`src/rtl/vcmp_pkg.sv`:
```
// Shared definitions for the packed compare unit.
// Assumes lanes are LANE_W bits wide and the relation code is 3 bits.
package vcmp_pkg;

    localparam int unsigned LANE_W = 32;

    // Relation codes carried in the low three bits of the predicate byte.
    typedef enum logic [2:0] {
        PR_EQ    = 3'd0,
        PR_LT    = 3'd1,
        PR_LE    = 3'd2,
        PR_FALSE = 3'd3,
        PR_NE    = 3'd4,
        PR_NLT   = 3'd5,
        PR_NLE   = 3'd6,
        PR_TRUE  = 3'd7
    } pred_e;

    // A relation reduced to: (eq & use_eq | lt & use_lt) ^ invert.
    typedef struct packed {
        logic invert;
        logic use_eq;
        logic use_lt;
    } rel_sel_t;

endpackage

```
`src/rtl/vcmp_pred_decode.sv`:
```
// Turns the 3-bit relation code into eq/lt selects plus an invert bit.
// Assumes the caller strips the reserved predicate bits.
module vcmp_pred_decode
    import vcmp_pkg::*;
(
    input  logic [2:0] code,
    output rel_sel_t   sel
);

    // Map the low two bits to the base relation; bit 2 inverts it.
    always_comb begin
        sel.invert = code[2];
        unique case (code[1:0])
            2'b00:   begin sel.use_eq = 1'b1; sel.use_lt = 1'b0; end
            2'b01:   begin sel.use_eq = 1'b0; sel.use_lt = 1'b1; end
            2'b10:   begin sel.use_eq = 1'b1; sel.use_lt = 1'b1; end
            default: begin sel.use_eq = 1'b0; sel.use_lt = 1'b0; end
        endcase
    end

endmodule

```
`src/rtl/vcmp_lane.sv`:
```
// One lane comparator: evaluates the selected relation for a pair of values.
// Assumes signed mode means two's complement; the MSB is flipped so that a
// single unsigned comparator serves both interpretations.
module vcmp_lane
    import vcmp_pkg::*;
#(
    parameter int unsigned W = 32
) (
    input  logic [W-1:0] a,
    input  logic [W-1:0] b,
    input  logic         is_signed,
    input  rel_sel_t     sel,
    output logic         hit
);

    logic [W-1:0] a_k;
    logic [W-1:0] b_k;
    logic         eq;
    logic         lt;

    // Bias the sign bit so signed order equals unsigned order of the keys.
    always_comb begin
        a_k = {a[W-1] ^ is_signed, a[W-2:0]};
        b_k = {b[W-1] ^ is_signed, b[W-2:0]};
    end

    // Compare the keys and combine the result with the relation selects.
    always_comb begin
        eq  = (a_k == b_k);
        lt  = (a_k <  b_k);
        hit = ((eq & sel.use_eq) | (lt & sel.use_lt)) ^ sel.invert;
    end

endmodule

```
`src/rtl/vcmp_lane_gate.sv`:
```
// Clears result bits of lanes outside the live length or masked off by the
// writemask (zeroing only). Assumes NL is divisible by four.
module vcmp_lane_gate #(
    parameter int unsigned NL = 16
) (
    input  logic [1:0]    vlen_sel,
    input  logic          wmask_en,
    input  logic [NL-1:0] wmask,
    input  logic [NL-1:0] raw,
    output logic [NL-1:0] gated
);

    localparam int unsigned NL_Q = NL / 4;
    localparam int unsigned NL_H = NL / 2;

    logic [NL-1:0] live;

    // Build the live-lane mask from the length select.
    generate
        for (genvar j = 0; j < NL; j++) begin : g_live
            if (j < NL_Q) begin : g_q
                assign live[j] = 1'b1;
            end else if (j < NL_H) begin : g_h
                assign live[j] = (vlen_sel != 2'b00);
            end else begin : g_f
                assign live[j] = vlen_sel[1];
            end
        end
    endgenerate

    // Apply the live mask and, if enabled, the writemask.
    always_comb begin
        gated = raw & live & (wmask_en ? wmask : {NL{1'b1}});
    end

endmodule

```
`src/rtl/vcmp_mask_unit.sv`:
```
// Packed compare-to-mask unit, top level. Compares MAX_LANES lanes of A and B
// under a 3-bit relation code and registers the gated per-lane result.
// Assumes the reset is synchronous and active low; the result appears one
// clock after in_valid.
module vcmp_mask_unit
    import vcmp_pkg::*;
#(
    parameter int unsigned MAX_LANES = 16,
    localparam int unsigned VEC_W    = LANE_W * MAX_LANES
) (
    input  logic                 clk,
    input  logic                 rst_n,
    input  logic                 in_valid,
    input  logic [VEC_W-1:0]     src_a,
    input  logic [VEC_W-1:0]     src_b,
    input  logic [7:0]           pred_imm,
    input  logic                 is_signed,
    input  logic [1:0]           vlen_sel,
    input  logic                 wmask_en,
    input  logic [MAX_LANES-1:0] wmask,
    input  logic                 bcast,
    input  logic                 b_is_mem,
    output logic [MAX_LANES-1:0] mask_out,
    output logic                 out_valid
);

    rel_sel_t             sel;
    logic                 use_bcast;
    logic [MAX_LANES-1:0] raw_hits;
    logic [MAX_LANES-1:0] gated_hits;
    logic                 unused_rsvd;
    logic [MAX_LANES-1:0] mask_q;
    logic                 valid_q;

    // Reserved predicate bits are intentionally dropped.
    assign unused_rsvd = ^pred_imm[7:3];

    // Broadcast applies only to a memory-sourced second operand.
    assign use_bcast = bcast & b_is_mem;

    vcmp_pred_decode u_dec (
        .code (pred_imm[2:0]),
        .sel  (sel)
    );

    // One comparator per lane; B comes from its own lane or from lane 0.
    generate
        for (genvar j = 0; j < MAX_LANES; j++) begin : g_lane
            logic [LANE_W-1:0] b_lane;
            assign b_lane = use_bcast ? src_b[LANE_W-1:0]
                                      : src_b[j*LANE_W +: LANE_W];
            vcmp_lane #(.W(LANE_W)) u_lane (
                .a         (src_a[j*LANE_W +: LANE_W]),
                .b         (b_lane),
                .is_signed (is_signed),
                .sel       (sel),
                .hit       (raw_hits[j])
            );
        end
    endgenerate

    vcmp_lane_gate #(.NL(MAX_LANES)) u_gate (
        .vlen_sel (vlen_sel),
        .wmask_en (wmask_en),
        .wmask    (wmask),
        .raw      (raw_hits),
        .gated    (gated_hits)
    );

    // Capture the result on a request; the valid flag follows in_valid.
    always_ff @(posedge clk) begin
        if (!rst_n) begin
            mask_q  <= '0;
            valid_q <= 1'b0;
        end else begin
            valid_q <= in_valid;
            if (in_valid) mask_q <= gated_hits;
        end
    end

    assign mask_out  = mask_q;
    assign out_valid = valid_q;

endmodule

```
`config.mk`:
```
export PLATFORM = sky130hd
export DESIGN_NAME = vcmp_mask_unit
export DESIGN_NICKNAME = d
export VERILOG_FILES = /design/src/rtl/vcmp_pkg.sv /design/src/rtl/vcmp_pred_decode.sv /design/src/rtl/vcmp_lane.sv /design/src/rtl/vcmp_lane_gate.sv /design/src/rtl/vcmp_mask_unit.sv
export SDC_FILE = /design/constraint.sdc
export NUM_CORES = 1
export LEC_CHECK = 0
export BUFFER_PORTS_ARGS = -buffer_cell sky130_fd_sc_hd__buf_4
export CORE_AREA = 2 2 416 418
export DETAILED_ROUTE_END_ITERATION = 16
export DIE_AREA = 0 0 418 420
export GPL_TIMING_DRIVEN = 0
export PLACE_DENSITY_LB_ADDON = 0.05
export SETUP_SLACK_MARGIN = 0.3
export SLEW_MARGIN = 20
export SYNTH_ARGS = -nofsm -noshare
export SYNTH_HDL_FRONTEND = slang
export SYNTH_SLANG_ARGS = --single-unit
```
`constraint.sdc`:
```
create_clock -name clk -period 4.5 [get_ports clk]
set_input_delay 0.675 -clock clk [delete_from_list [all_inputs] [get_ports clk]]
set_output_delay 0.675 -clock clk [all_outputs]
set_load 0.01 [all_outputs]
```
==> summary.md, run 1 <==
| Metric | Value |
|---|---|
| Clock sink count | 17 |
| CTS tree | yes |
| Pwr/cell area | 125 nW/um2 |
| Vias | 21442 |
| Iteration-0 DRC count of the detailed router | 893 |
| Grt met2 use | 41.5% |
| Number of synthesis warnings | 0 |
| # DRC | 0 |
| Post-synth ARST share | 0% |
| Clock transition at path regs | 70 ps |
| Root Buffer | clkbuf_16 |
| Routing usage on met1 | about a quarter |
| Status | finished, final reports clean |
| GRT Util Overall | between 20% and 30% |
| Placed Area | 27200 um2 |
| Vias in the first global route | 23180 |
| Grt met3 use | under 10% |
| Htree depth | 1 |
| Sequential share of the synthesized area | under 10% |
| Register-to-Register Path Depth | 2 |
| Hold path startpoint | mask_out[10] |
| Max Root-Sink Buffers | 2 |
| Placeable core region | 171000 um2 |
| FF-to-FF setup slack | ~3800 ps |
| Slew headroom | 35.3% |
| Synthesis-to-finish area growth | 86.4% |
| Final hold violation count | 0 |
| Fin util | 16.6% |
| Clock Skew | 0 ps |
| Die area | 176000 um2 |
| Inserted Clock Buffers | 3 |
| Post-CTS Hold Fix Bufs | 0 |
| Switching share of total power | 50.3% |
| First-pass GRT wire length | 238 mm |
| Share of layout cells above drive strength 1 | 40.8% |
| Overflow after GRT | 0 |
| Hold Path End | mask_out[10] |
| Critical path type | in2reg |
| Gpl congestion | 0.807 |
| Worst-path cell chain | buf_4 > nand2_4 > clkbuf_8 > nor2_4 > buf_6 > clkbuf_4 > buf_12 > a21oi_1 > ha_1 > nand4_1 > or3_4 > a21oi_2 > nor2_1 > a31oi_2 > nor4b_1 > or3_1 > a31o_1 |
| Worst r2r dst | mask_out[15] |
| Reg2reg start | mask_out[15] |
| Die width | 418 um |
| Least-Margin Pin Slew | 963 ps |
| WHS Path Cells | 2 |
| Distinct cells, synth | 63 |
| Routed wire length | 192 mm |
| Combinational fraction of design power | between 80% and 90% |
| Maxcap violations | 0 |
| P_leak | 13.7 nW |
| Final antenna-violating net count | 0 |
| Final Max Slew Viols | 0 |
| WL/cell | 35.0 um |
| Register share of total power | 4.7% |
| Vias/cell | roughly 3.9 |
| Number of synthesized flops with an enable pin | 0 |
| Number of port buffers | around 1100 |
| DPL Wire Length | 171 mm |
| P_sw | between 1.5 and 2 mW |
| Crit-path leading delay family | simple AND/OR/NAND/NOR gates |
| Levels on crit path | 17 |
| Largest net degree at the start of global routing | 12 |
| Critical Path AT | about 4300 ps |
| Primary FF master, synth | dfxtp_1 |
| Crit share post-route | 90.3% |
| Mean post-synth cell area | roughly 7.3 um2 |
| Die height | roughly 420 um |
| Peak VDD IR | 0.132 mV |
| Final nets | 4810 |
| CP max FO | 10 |
| Row cnt | roughly 150 |
| I/O Pins | 1074 |
| Max stage delay cell, worst path | or3_4 |
| Fmax | 246 MHz |
| Total power | 3.55 mW |
| TNS Setup | 0 ps |
| CP max stage delay | around 440 ps |
| Pint | about 1.8 mW |
| Yosys reg bits | 17 |
| Crit path buf inv count | 5 |
| Antenna violations before repair | 52 |
| Clock power share | about 6.3% |
| Finished layout cell area | about 28000 um2 |
| Worst-Skew Late Latency | about 280 ps |
| Final setup viols | 0 |
| RSZ-0062 raised after global routing | false |
| First-pass iteration count of the detailed router | 5 |
| CP endpoint kind | register |
| Synth Instances | 2090 |
| CP required | 4680 ps |
| Synthesized net count | 3660 |
| Hold Path Class | reg2reg |
| Starting density of the core | 8.93% |
| Critical Path Source Type | input port |
| Post-Syn Area | 15300 um2 |
| Final Critical Period | 4060 ps |
| Busiest grt layer | met2 |
[through the flow]
stage          cells  hold slack (ps)  setup WS [ps]
3_3_place_gp    5389              443          -4460
3_5_place_dp    5433              442          -2260
2_1_floorplan   2090              470            904
6_report        5489              453            437
5_1_grt         5478              480            311
4_1_cts         5464              454            302
[sequential cells by signal, indices dropped and copies added (netlist names)]
signal     count
out_valid      1
mask_out      16
[cell usage after synthesis, types with 5 or more instances]
cell / count / area share, %
o2111ai_1: 7 / 0.40
a211oi_1: 15 / 0.74
dfxtp_1: 17 / 2.2
a21o_1: 108 / 5.3
and3_1: 5 / 0.20
a21boi_0: 7 / 0.34
o21a_1: 6 / 0.30
clkbuf_1: 95 / 2.3
o21ai_0: 48 / 1.6
nor4_1: 17 / 0.70
or3_1: 7 / 0.29
nand3_1: 28 / 0.92
xnor2_1: 6 / 0.34
nor3_1: 23 / 0.75
o311a_1: 6 / 0.39
a21oi_1: 638 / 21
nor2b_1: 49 / 2.0
ha_1: 513 / 42
o21ai_1: 33 / 1.1
buf_1: 6 / 0.15
a2111oi_0: 5 / 0.29
o211ai_1: 10 / 0.49
xor2_1: 38 / 2.2
nor2_1: 63 / 1.5
nand2_1: 65 / 1.6
a31oi_1: 12 / 0.49
inv_1: 83 / 2.0
nand4_1: 112 / 4.6
o31a_1: 8 / 0.46
[tightest hold or removal path: cells and delay by family (launching register included)]
family             cells  cell delay (ps)
and+or+nand+nor        1               50
DFF                    1              320
AOI/OAI and AO/OA      1               50
[how the worst max path moves through the flow]
stage	start	end	slack, ps
floorplan	bcast	mask_out[6]	900
global placement	b_is_mem	mask_out[5]	-4460
detailed placement	b_is_mem	mask_out[1]	-2260
CTS	b_is_mem	mask_out[6]	300
global route	b_is_mem	mask_out[9]	310
finish	b_is_mem	mask_out[15]	440
[power groups by stage]
| stage | Combinational (mW) | Sequential [mW] | Clock [mW] |
|---|---|---|---|
| 2_1_floorplan | 1.29 | 0.175 | 0 |
| 5_1_grt | 3.51 | 0.169 | 0.235 |
| 4_1_cts | 3.25 | 0.168 | 0.228 |
| 6_report | 3.16 | 0.168 | 0.224 |
| 3_5_place_dp | 3.13 | 0.171 | 0 |
| 3_3_place_gp | 3.06 | 0.171 | 0 |
[logic make-up (layout without fill, tap and decap cells)]
family                     count (synthesis)  in the layout  synth area share, %
AOI/OAI and AO/OA                        934            934                 34.5
buffers and inverters                    186           1335                 4.62
other                                      0             17                    0
adders and majority gates                513            513                 42.1
xor gates and xnor gates                  44             44                 2.53
muxes                                      1              1               0.0656
and+or+nand+nor                          395            395                 14.0
DFF                                       17             17                 2.23
[timing repair]
| action | in CTS | in global routing |
|---|---|---|
| endpoints found under the setup margin | 15 | 13 |
| hold endpoints to repair | 0 | 0 |
| setup buffers | 27 | 8 |
| cloned | 0 | 0 |
| resized for setup | 179 | 14 |
| pin swaps | 29 | 4 |
[layer usage]
| metal | part of all wire [%] | vias up | wire [um] |
|---|---|---|---|
| li1 | - | 10367 | - |
| met1 | 39 | 10285 | 74800 |
| met2 | 55 | 679 | 105000 |
| met3 | 4.9 | 89 | 9430 |
| met4 | 1.2 | 22 | 2380 |
| met5 | 0.077 | - | 147 |
[cell type report]
cell class | count | area, um2
Inverter | 84 | 315
Clock inverter | 1 | 7.51
Multi-Input combinational cell | 1887 | 14800
Clock buffer | 3 | 75.1
Antenna cell | 17 | 42.5
Timing Repair Buffer | 1145 | 9260
Tap cell | 2233 | 2790
Buffer | 102 | 860
Sequential cell | 17 | 340
Fill cell | 19736 | 143000
[placed cells by master (no fill, tap or decap), drive strengths merged, types with 3 or more instances in the layout]
cell	instances
a2111oi	5
a211oi	15
a21boi	8
a21o	108
a21oi	639
a221o	4
a221oi	3
a22o	3
a31oi	12
and3	5
buf	1153
clkbuf	96
dfxtp	17
diode	17
ha	513
inv	84
nand2	66
nand2b	3
nand3	28
nand4	113
nor2	64
nor2b	49
nor3	24
nor4	17
o2111ai	7
o211ai	10
o21a	6
o21ai	81
o221ai	3
o22ai	4
o311a	6
o31a	8
or2	5
or3	8
xnor2	6
xor2	38
No activity file was read; power rests on OpenSTA's default activity.
==> run 2, diff against run 1 <==
--- a/config.mk
+++ b/config.mk
@@ -5,10 +5,11 @@
 export SDC_FILE = /design/constraint.sdc
 export NUM_CORES = 1
 export LEC_CHECK = 0
+export ABC_AREA = 1
 export BUFFER_PORTS_ARGS = -buffer_cell sky130_fd_sc_hd__buf_4
-export CORE_AREA = 2 2 416 418
+export CORE_AREA = 2 2 423 425
 export DETAILED_ROUTE_END_ITERATION = 16
-export DIE_AREA = 0 0 418 420
+export DIE_AREA = 0 0 425 427
 export GPL_TIMING_DRIVEN = 0
 export PLACE_DENSITY_LB_ADDON = 0.05
 export SETUP_SLACK_MARGIN = 0.3
==> run 2 against run 1 <==
Clock skew unchanged. Global-route usage down 1.0 points. Via count is 14% higher. Critical path type unchanged. Highest routed layer unchanged.
==> summary.md, run 2 <==
| Metric | Value |
|---|---|
| CP required | between 4000 and 5000 ps |
| Switching share of total power | 52.9% |
| Pwr/cell area | 119 nW/um2 |
| Crit-path leading delay family | simple AND/OR/NAND/NOR gates |
| Mean post-synth cell area | 5.70 um2 |
| Primary FF master, synth | dfxtp_1 |
| Iteration-0 DRC count of the detailed router | approximately 1100 |
| Critical path type | in2reg |
| Synthesis-to-finish area growth | 66.2% |
| Synthesized net count | 4693 |
| Final Critical Period | 4080 ps |
| RSZ-0062 raised after global routing | true |
| GRT Util Overall | 19.9% |
| CP max FO | 10 |
| Most common cell after layout, fill and taps aside | nand2_1 |
| # DRC | 0 |
| Crit share post-route | 90.7% |
| Multi-input gate area | 15700 um2 |
| Placed cell count | about 6600 |
| P_leak | roughly 17 nW |
| Worst-Skew Late Latency | between 200 and 300 ps |
| Max Root-Sink Buffers | 2 |
| DPL Wire Length | about 170 mm |
| Share of layout cells above drive strength 1 | 29.3% |
| Peak VDD IR | about 0.10 mV |
| Synth Instances | approximately 3100 |
| Yosys reg bits | 17 |
| Critical Path Source Type | input port |
| Final nets | 5776 |
| Commonest cells post-synth | nand2_1, ha_1, inv_1, a21oi_1, o21ai_0 |
| Distinct cells, synth | 27 |
| Number of synthesis warnings | 0 |
| Largest area contributor in the netlist | ha_1 |
| Vias in the first global route | between 20000 and 30000 |
| Maxcap violations | 0 |
| Routed wire length | 189 mm |
| Row cnt | 155 |
| Gpl congestion | 0.860 |
| P_sw | 1.87 mW |
| Final Non-Filler Cells | 6577 |
| Placed Area | 29000 um2 |
| Clock power share | 5.9% |
| Slew headroom | 38.2% |
| First-pass iteration count of the detailed router | 5 |
| Inserted Clock Buffers | 3 |
| Final hold violation count | 0 |
| CP max stage delay | 450 ps |
| Die width | between 400 and 500 um |
| Placeable core region | 177000 um2 |
| Most used cell, CP | nand2_1 |
| Max stage delay cell, worst path | clkbuf_4 |
| Clock transition at path regs | roughly 70 ps |
| CP endpoint kind | register |
| Final setup viols | 0 |
| Combinational fraction of design power | a little under 90% |
| Crit path buf inv count | 4 |
| Reg area | 340 um2 |
| Status | finished, final reports clean |
| Clock sink count | 17 |
| Fillers | 21028 |
| Synth top area cells | ha_1, nand2_1, inv_1 |
| Final Max Slew Viols | 0 |
| Vias/cell | 3.71 |
| Largest register FFs | 16 |
| Sequential share of the synthesized area | 1.91% |
| TNS Setup | 0 ps |
| Hold Path Class | reg2reg |
| Final antenna-violating net count | 0 |
| Antenna violations before repair | 76 |
| First-pass GRT wire length | 239 mm |
| Least-Margin Pin Slew | 927 ps |
| Post-Syn Area | 17800 um2 |
| Htree depth | 1 |
| Fin util | 16.7% |
| Largest net degree at the start of global routing | 11 |
| Die height | around 430 um |
| I/O Pins | 1074 |
| Total power | 3.53 mW |
| Die area | 181000 um2 |
| Overflow after GRT | 0 |
| Pint | around 1.7 mW |
| Commonest cells after routing, fill and taps aside | nand2_1, buf_4, ha_1, inv_1, o21ai_0 |
| WL/cell | about 29 um |
| Root Buffer | clkbuf_16 |
| Fmax | about 240 MHz |
| Starting density of the core | 10.0% |
| Worst-path cell chain | buf_4 > nand2_4 > inv_2 > buf_4 > nand2_2 > clkbuf_4 > o21ai_0 > ha_1 > nand2_1 > nor2_1 > nand2_1 > nor3_4 > nand4_1 > nand2_1 > nand2_1 > nand3_1 > a21oi_1 |
| Vias | 24400 |
| Critical Path AT | 4230 ps |
| Register share of total power | 4.7% |
| Clock Skew | 0 ps |
| Top-count cell post-synth | nand2_1 |
| Number of port buffers | 1066 |
| Share of the synthesized area in the top cell type | 36.0% |
| Finished layout cell area | 29600 um2 |
| Number of synthesized flops with an enable pin | 0 |
| Post-synth ARST share | 0% |
| CTS tree | yes |
run 2: worst reg2reg max path, cell delays in order, from the launching register on:
cell	delay [ps]
dfxtp_1	340
nand2_1	60
a21oi_1	170
run 2: metal layers:
| metal | vias up | track usage [%] | share of wire [%] |
|---|---|---|---|
| met5 | - | 0 | 0.11 |
| met4 | 34 | 1.15 | 0.63 |
| met3 | 106 | 3.28 | 4.7 |
| met2 | 697 | 39.0 | 54 |
| met1 | 11251 | 23.3 | 41 |
| li1 | 12312 | - | - |
run 2: layout make-up:
cell class	instances	area share, %
clock buffer	3	0.254
multi-input combinational	2567	52.9
buffer	101	2.13
tap	2355	9.95
clock inverter	1	0.0169
antenna	17	0.144
inverter	438	5.56
sequential	17	1.15
timing repair buffer	1078	27.9
run 2: kinds of logic after synthesis:
| family | after synthesis | share of synthesized area, % |
|---|---|---|
| AND/OR/NAND/NOR | 1491 | 33.5 |
| buffers and inverters | 539 | 11.7 |
| AO/OA/AOI/OAI | 533 | 15.4 |
| adder cells (fa/ha/maj) | 513 | 36.0 |
| XOR/XNOR | 30 | 1.48 |
| flip-flops | 17 | 1.91 |
run 2: through the flow:
stage,setup slack [ps],hold slack (ps)
floorplan,1740,490
finish,416,468
detailed placement,-1730,459
CTS,317,470
global placement,-2440,458
global route,281,485
run 2: path summary, 6_finish.rpt:
path | startpoint | endpoint | slack [ps] | cells past startpoint
hold reg to reg | mask_out[12] | mask_out[12] | 470 | 2
setup reg to reg | mask_out[6] | mask_out[6] | 3860 | 2
setup / recovery | bcast | mask_out[11] | 420 | 17
hold / removal | mask_out[12] | mask_out[12] | 470 | 2
run 2: timing repair:
action                                  CTS  global route
endpoints found under the setup margin   15            10
resized for setup                       108            11
endpoints found under the hold margin     0             0
buffers inserted                          3             1
hold buffers                              0             0
pin swaps                                 3             2
run 2: power by group through the flow:
stage	sequential, mW	combinational, mW	clock (mW)
after global placement	0.169	3.18	0
after detailed placement	0.169	3.20	0
after global routing	0.166	3.59	0.223
final	0.165	3.16	0.208
after CTS	0.165	3.26	0.216
after floorplan	0.173	1.47	0
==> run 3, diff against run 2 <==
--- a/config.mk
+++ b/config.mk
@@ -11,6 +11,7 @@
 export DETAILED_ROUTE_END_ITERATION = 16
 export DIE_AREA = 0 0 425 427
 export GPL_TIMING_DRIVEN = 0
+export MAX_ROUTING_LAYER = met4
 export PLACE_DENSITY_LB_ADDON = 0.05
 export SETUP_SLACK_MARGIN = 0.3
 export SLEW_MARGIN = 20
==> run 3 against run 2 <==
Via count is 0.30% higher. Cell count is 0.32% higher. Worst hold slack hardly changed. Critical path depth stayed put. Largest cell class unchanged. Flip-flop and latch count stayed put. Count of clock-buffer cells in the layout stayed put. Die area stayed put. First-iteration DRC count is 9.0% lower. Largest power group unchanged. Combinational power hardly changed. Worst setup slack better by 65 ps. Register-to-register slack hardly changed. Critical path type unchanged.
==> summary.md, run 3 (synthesis results as in run 2) <==
| Metric | Value |
|---|---|
| Number of port buffers | 1066 |
| Top Layer Used | met4 |
| GRT Util Overall | 20.5% |
| Critical Path AT | 4160 ps |
| Antenna violations before repair | 82 |
| First-pass iteration count of the detailed router | 5 |
| CP max stage delay | 440 ps |
| Die width | around 430 um |
| Row cnt | 155 |
| Largest register FFs | 16 |
| Worst-path cell chain | buf_4 > nand2_4 > inv_2 > buf_4 > nand2_2 > clkbuf_4 > o21ai_0 > ha_1 > nand2_1 > nor2_1 > nand2_1 > nor3_4 > nand4_1 > nand2_1 > nand2_1 > nand3_1 > a21oi_1 |
| Vias in the first global route | 25079 |
| Final setup viols | 0 |
| Die height | 427 um |
| Most common cell after layout, fill and taps aside | nand2_1 |
| Clock sink count | 17 |
| First-pass GRT wire length | 239 mm |
| Crit-path leading delay family | simple AND/OR/NAND/NOR gates |
| Final Max Slew Viols | 0 |
| Vias | 24474 |
| Root Buffer | clkbuf_16 |
| Maxcap violations | 0 |
| Reg area | about 340 um2 |
| M1 WL | a little under 80 mm |
| Least-Margin Pin Slew | 933 ps |
| DP Worst Slack | -1730 ps |
| Crit share post-route | between 80% and 90% |
| Min Hold Slack | 468 ps |
| Routed wl met2 | 102 mm |
| Pwr/cell area | 119 nW/um2 |
| Overflow after GRT | 0 |
| Final hold violation count | 0 |
| Critical path type | in2reg |
| Clock transition at path regs | around 70 ps |
| Iteration-0 DRC count of the detailed router | 1042 |
| Max Root-Sink Buffers | 2 |
| WHS Path Cells | 2 |
| Levels on crit path | 17 |
| CP required | 4640 ps |
| Setup slack after layout | ~480 ps |
| Die area | 181000 um2 |
| Max stage delay cell, worst path | clkbuf_4 |
| Inserted Clock Buffers | 3 |
| DPL Wire Length | 166 mm |
| Status | finished, final reports clean |
| Gpl congestion | 0.874 |
| Commonest cells after routing, fill and taps aside | nand2_1, buf_4, ha_1, inv_1, o21ai_0 |
| CP endpoint kind | register |
| P_leak | 17.0 nW |
| Fmax | 249 MHz |
| Most used cell, CP | nand2_1 |
| Synthesis-to-finish area growth | 66.5% |
| Starting density of the core | around 10% |
| Worst-Skew Late Latency | 270 ps |
| # DRC | 0 |
| Placed Area | about 29000 um2 |
| CTS tree | yes |
| TNS Setup | 0 ps |
| Peak VDD IR | around 0.10 mV |
| WL/cell | 28.6 um |
| Final Critical Period | 4020 ps |
| Final nets | 5776 |
| Slew headroom | 37.8% |
| I/O Pins | 1074 |
| Multi-input gate area | about 16000 um2 |
| Fin util | 16.7% |
| RSZ-0062 raised after global routing | true |
| Crit path buf inv count | 4 |
| Share of layout cells above drive strength 1 | around 29% |
| Htree depth | 1 |
| Finished layout cell area | roughly 30000 um2 |
| Final antenna-violating net count | 0 |
| Vias/cell | 3.71 |
| Met3 wire length | 8.90 mm |
| Routed wire length | 189 mm |
| Hold Path Class | reg2reg |
| Final Non-Filler Cells | 6598 |
| Total power | 3.53 mW |
| Fillers | 21023 |
| Placeable core region | 177000 um2 |
| CP max FO | 10 |
| Register-to-Register Path Depth | 2 |
| Critical Path Source Type | input port |
| Clock Skew | 0 ps |
| Largest net degree at the start of global routing | 11 |
| Placed cell count | 6552 |
-- run 3: cell types whose count changed in the layout (fill, tap and decap cells not counted) --
cell     delta
diode_2    +21
-- run 3: cell type report --
cell class	instances	share of cell area (%)
clock inverter	1	0.0169
buffer	101	2.13
inverter	438	5.55
clock buffer	3	0.253
antenna	38	0.321
sequential	17	1.15
multi-input combinational	2567	52.8
timing repair buffer	1078	27.8
tap	2355	9.93
-- run 3: where the power goes --
group | internal, mW | switching [mW] | total, mW
Clock | 0.120 | 0.0900 | 0.210
Combinational | 1.38 | 1.78 | 3.16
Sequential | 0.160 | 0.00490 | 0.165
-- run 3: repair_timing --
item / CTS / global route
setup buffers: 3 / 1
setup endpoints to repair: 15 / 10
hold buffers: 0 / 0
gates resized for setup: 108 / 11
pin swaps: 3 / 2
endpoints found under the hold margin: 0 / 0
-- run 3: path summary, 6_finish.rpt --
| kind | from | endpoint | slack [ps] |
|---|---|---|---|
| setup / recovery | bcast | mask_out[11] | 480 |
| hold / removal | mask_out[12] | mask_out[12] | 470 |
| setup reg to reg | mask_out[6] | mask_out[6] | 3860 |
| hold reg to reg | mask_out[12] | mask_out[12] | 470 |
-- run 3: metal layers --
metal	GRT usage, %	up-vias
met2	39.1	734
li1	-	12353
met4	0.946	0
met3	2.98	71
met1	23.5	11316
met5	-	-
-- run 3: worst min-delay path, stage by stage, from the launching register on --
cell and delay [ps]:
dfxtp_1 310, nand2_1 60, a21oi_1 50
